[src/rtl/irq_vector_unit.sv]
module irq_vector_unit #(
  parameter int W        = 16,
  parameter int IDW      = 8,
  parameter int COOLDOWN = 10,
  parameter int COOL_W   = 8
) (
  input  logic          clk,
  input  logic          rst_n,
  input  logic          tbl_load,
  input  logic [W-1:0]  tbl_base,
  input  logic          sw_req,
  input  logic [IDW-1:0] sw_id,
  input  logic          ret_req,
  input  logic          key_evt,
  input  logic [W-1:0]  key_code,
  input  logic          insn_step,
  input  logic          halt_insn,
  input  logic          ie_flag,
  input  logic [W-1:0]  cs_in,
  input  logic [W-1:0]  ip_in,
  input  logic [W-1:0]  sp_in,
  output logic          mem_valid,
  input  logic          mem_ready,
  output logic          mem_we,
  output logic [W-1:0]  mem_addr,
  output logic [W-1:0]  mem_wdata,
  input  logic [W-1:0]  mem_rdata,
  output logic          busy,
  output logic          done,
  output logic [W-1:0]  cs_out,
  output logic [W-1:0]  ip_out,
  output logic [W-1:0]  sp_out,
  output logic          err_set,
  output logic          halt_req,
  output logic [W-1:0]  key_port
);
  localparam logic [W-1:0] WSTEP = W'(2);
  localparam logic [COOL_W-1:0] RELOAD = COOL_W'(COOLDOWN);

  typedef enum logic [3:0] {
    S_IDLE, S_LEN, S_VEC, S_PCS, S_PIP, S_RIP, S_RCS, S_DONE, S_FAULT
  } st_t;

  st_t st;
  logic [W-1:0] base_q, hnd_q, cs_q, ip_q, sp_q, kcode_q;
  logic [IDW-1:0] id_q;
  logic kflag_q;
  logic [COOL_W-1:0] cool;

  wire idle    = (st == S_IDLE);
  wire key_acc = idle && key_evt && ie_flag && (cool == '0) && !sw_req && !ret_req;
  wire xfer    = mem_valid && mem_ready;

  assign busy      = !idle;
  assign done      = (st == S_DONE);
  assign err_set   = (st == S_FAULT);
  assign halt_req  = (st == S_FAULT);
  assign mem_valid = st inside {S_LEN, S_VEC, S_PCS, S_PIP, S_RIP, S_RCS};
  assign mem_we    = st inside {S_PCS, S_PIP};

  always_comb begin
    mem_addr  = '0;
    mem_wdata = '0;
    case (st)
      S_LEN: mem_addr = base_q;
      S_VEC: mem_addr = base_q + WSTEP + (W'(id_q) << 1);
      S_PCS: begin mem_addr = sp_q + WSTEP;         mem_wdata = cs_q; end
      S_PIP: begin mem_addr = sp_q + WSTEP + WSTEP; mem_wdata = ip_q; end
      S_RIP: mem_addr = sp_q;
      S_RCS: mem_addr = sp_q - WSTEP;
      default: ;
    endcase
  end

  always_ff @(posedge clk) begin
    if (!rst_n) begin
      st       <= S_IDLE;
      base_q   <= '0;
      hnd_q    <= '0;
      cs_q     <= '0;
      ip_q     <= '0;
      sp_q     <= '0;
      kcode_q  <= '0;
      id_q     <= '0;
      kflag_q  <= 1'b0;
      cs_out   <= '0;
      ip_out   <= '0;
      sp_out   <= '0;
      key_port <= '0;
    end else begin
      if (tbl_load) base_q <= tbl_base;
      case (st)
        S_IDLE: begin
          cs_q <= cs_in;
          ip_q <= ip_in;
          sp_q <= sp_in;
          if (sw_req) begin
            id_q    <= sw_id;
            kflag_q <= 1'b0;
            st      <= ie_flag ? S_LEN : S_FAULT;
          end else if (ret_req) begin
            st <= S_RIP;
          end else if (key_acc) begin
            id_q    <= '0;
            kflag_q <= 1'b1;
            kcode_q <= key_code;
            st      <= S_LEN;
          end
        end
        S_LEN: if (xfer) st <= (W'(id_q) >= mem_rdata) ? S_FAULT : S_VEC;
        S_VEC: if (xfer) begin hnd_q <= mem_rdata; st <= S_PCS; end
        S_PCS: if (xfer) st <= S_PIP;
        S_PIP: if (xfer) begin
          cs_out <= '0;
          ip_out <= hnd_q;
          sp_out <= sp_q + WSTEP + WSTEP;
          if (kflag_q) key_port <= kcode_q;
          st <= S_DONE;
        end
        S_RIP: if (xfer) begin ip_out <= mem_rdata; st <= S_RCS; end
        S_RCS: if (xfer) begin
          cs_out <= mem_rdata;
          sp_out <= sp_q - WSTEP - WSTEP;
          st     <= S_DONE;
        end
        default: st <= S_IDLE;
      endcase
    end
  end

  always_ff @(posedge clk) begin
    if (!rst_n)                          cool <= RELOAD;
    else if (key_acc)                    cool <= RELOAD;
    else if (halt_insn)                  cool <= '0;
    else if (insn_step && cool != '0)    cool <= cool - 1'b1;
  end
endmodule


[config.mk]
export PLATFORM = sky130hd
export DESIGN_NAME = irq_vector_unit
export DESIGN_NICKNAME = d
export VERILOG_FILES = /design/src/rtl/irq_vector_unit.sv
export SDC_FILE = /design/constraint.sdc
export NUM_CORES = 1
export LEC_CHECK = 0
export BUFFER_PORTS_ARGS = -buffer_cell sky130_fd_sc_hd__buf_2
export CAP_MARGIN = 20
export CORE_MARGIN = 1.5
export CORE_UTILIZATION = 40
export CTS_CLUSTER_DIAMETER = 30
export DETAILED_ROUTE_END_ITERATION = 8
export REMOVE_ABC_BUFFERS = 1
export SETUP_SLACK_MARGIN = 0.05
export SYNTH_ARGS = -nofsm -noshare
export SYNTH_HDL_FRONTEND = slang
export SYNTH_SLANG_ARGS = --single-unit
export TNS_END_PERCENT = 100
[constraint.sdc]
create_clock -name clk -period 5.4 [get_ports clk]
set_clock_uncertainty 0.05 [all_clocks]
set_input_delay 0.81 -clock clk [delete_from_list [all_inputs] [get_ports clk]]
set_output_delay 0.81 -clock clk [all_outputs]
set_load 0.02 [all_outputs]
==> results.yml <==
setup_path:
  path_buf_inv: 1
  setup.worst_path.start_class: "flop"
  cp_cell_sequence: "ha_1 > xnor2_1 > nor4_1 > o311ai_0 > xor2_1 > a221o_1 > buf_2"
  crit_path_start: "sp_q[2]"
  cp.required_ps: 4540
  worst-path-stages: 7
  cpMaxStageDelayCell: "nor4_1"
  crit_type: "flop to output port"
  crit_arrival_ps: 3900
  path_max_fanout: 17
  r2r_cells: 10
  regToRegSetupSlack_ps: 1910
  r2r-end: "sp_out[12]"
  max_stage_delay_ps: 800
  r2r_start: "sp_q[1]"
  end_kind: "output port"
  path_delay_family: "simple AND/OR/NAND/NOR gates"
  crit_end: "mem_addr[10]"
floorplan:
  die_height_um: 163
  core-area_sq_um: 25100
  dieArea_sq_um: 26500
  die_w_um: 163
  rows: 58
  start_util: 0.406
  ios: 216
global_routing:
  overflow: 0
  grt_start_max_net_pins: 77
  grt_pass1_wl_mm: 47.0
  grt_pass1_vias: 8847
  antenna_found_initial: 3
  grt_usage: 0.224
route:
  wl_met2_mm: 13.4
  drt-wirelength-per-cell_um: 17.0
  top_layer: "met5"
  via_per_inst: 5.41
  antenna_left: 0
  drc_errors: 0
  drt_iter0_drc: 743
  wl_met1_mm: 13.9
  wirelength_mm: 30.0
  dr_total_vias: 9533
  wl_met3_mm: 1.91
  dr.pass1.iters: 5
synth:
  synth_cell_type_count: 77
  synth-edff-count: 0
  synth_top_cell_area_share: 0.355
  avgSynthCellArea_sq_um: 8.06
  async_flop_share: 0
  synth-seq-cells: 181
  yosysSeqAreaShare: 0.355
  yosysWarnings: 0
  synth_area_leaders: "dfxtp_1 36%, nand2_1 10%, a21boi_0 6.1%"
  synth_ff_type: "dfxtp_1"
  netlist_area_sq_um: 10200
  synth_cells: 1266
  yosysTopAreaCell: "dfxtp_1"
min_path:
  hp-start: "key_port[7]"
  min-delay-path-class: "flop to flop"
clocking:
  clkTransAtPathRegs_ps: 80
  cts_buffers: 17
  clk_latency_ps: 440
  postCtsSetupRepairBufs: 0
  hold_buffers: 0
  clk_path_buf_depth: 2
  cts_resized: 0
  clkSinkCount: 181
  cts_tree: "built"
  clock-root-buffer: "clkbuf_16"
  cts-htree-levels: 4
outcome:
  run_status: "complete, no violations"
pwr:
  cellInternalPower_uw: 3090
  p_sw_frac: 0.445
  power.total_uw: 5570
  leakagePower_uw: 0.00514
  p_sw_uw: 2480
  comb_power_share: 0.418
  powerDensity_nw_per_um2: 461
  power.share.clock: 0.244
  p_seq_frac: 0.338
  ir_drop_uv: 226
place:
  post-dp-hpwl_mm: 21.0
  port_buffers: 215
  dp.cells: 1727
  gp_congestion: 0.916
  pre_cts_slack_ps: 1240
finish:
  fin_nets: 1561
  stdcell_count: 1761
  area_delta_synth_final_pct: 18.5
  layout_common_cells: "271 x nand2_1, 214 x buf_2, 181 x dfxtp_1"
  drive_gt1_frac: 0.204
  final_common_cell: "nand2_1"
sta:
  slew_violations: 0
  finalCritPeriodShare: 0.882
  rsz0062_at_grt: "no"
  timing.fmax_ghz: 0.210
  final-hold-violation-count: 0
  setup-violations-final: 0
  slew_headroom: 0.243
  postLayoutSetupSlackWorst_ps: 637
  fin_crit_ps: 4760
  tightest_slew_ps: 1130
  tns_ps: 0
flow_run:
  cap_viol_max_count: 0
[stage by stage]
step	util	cell area, sq um	hold slack [ps]
6_report	0.481	12100	403
3_3_place_gp	0.456	11400	384
2_1_floorplan	-	9810	381
5_1_grt	0.481	12100	421
3_5_place_dp	0.456	11400	394
4_1_cts	0.481	12100	406
[state kept, by name, summed over array words and instances, names as in the netlist, 8 cells and up]
signal,cells
base_q,16
cs_out,16
cs_q,16
hnd_q,16
ip_out,16
ip_q,16
kcode_q,16
key_port,16
sp_out,16
sp_q,16
cool,8
id_q,8
[synth_stat cells, types with 29 or more instances]
master / n
nand2_1: 271
o21ai_0: 43
xnor2_1: 36
nor2b_1: 46
a21oi_1: 38
mux2i_1: 31
ha_1: 30
nor2_1: 62
dfxtp_1: 181
clkbuf_1: 78
a21boi_0: 83
a22oi_1: 29
[kinds of logic (layout without fill, tap and decap cells)]
logic type / after synthesis / in the layout / synth area share
AND/OR/NAND/NOR: 506 / 506 / 0.231
AO/OA/AOI/OAI: 333 / 333 / 0.245
flip-flops: 181 / 181 / 0.355
buffers and inverters: 122 / 285 / 0.0469
XOR/XNOR: 61 / 61 / 0.0524
multiplexers: 32 / 32 / 0.0315
adder cells (fa/ha/maj): 31 / 31 / 0.0388
other: 0 / 2 / 0
[routing by layer]
| layer | track usage | vias to the layer above |
|---|---|---|
| met5 | 0 | - |
| met4 | 0.0813 | 2 |
| met3 | 0.0558 | 44 |
| met2 | 0.357 | 278 |
| met1 | 0.294 | 4460 |
| li1 | - | 4749 |
[final cells by class]
cell class | count | area [sq um]
fillers | 2556 | 13000
multi-input cells | 963 | 6130
flip-flops and latches | 181 | 3620
repair buffers | 230 | 1190
clock buffers | 17 | 425
well taps | 330 | 413
clock inverters | 15 | 210
inverters | 23 | 86.3
diodes | 2 | 5.00
[worst min path at each step]
stage | depth (start not counted) | to | slack [ps]
2_1_floorplan | 2 | key_port[10] | 380
3_3_place_gp | 2 | key_port[14] | 380
3_5_place_dp | 2 | key_port[6] | 390
4_1_cts | 2 | kcode_q[14] | 410
5_1_grt | 2 | key_port[7] | 420
6_report | 2 | key_port[7] | 400
[power by group through the flow]
stage          registers, uW  logic, uW  clock network (uW)
3_3_place_gp            1900       2310                   0
4_1_cts                 1870       2340                1390
3_5_place_dp            1910       2330                   0
6_report                1880       2330                1360
5_1_grt                 1920       2590                1440
2_1_floorplan           1860       1570                   0
[tightest hold or removal path: stages, from the launching register on]
cell and delay [ps]:
dfxtp_1 310, nand2_1 50, a21boi_1 50
(Power assumes the default switching activity.)
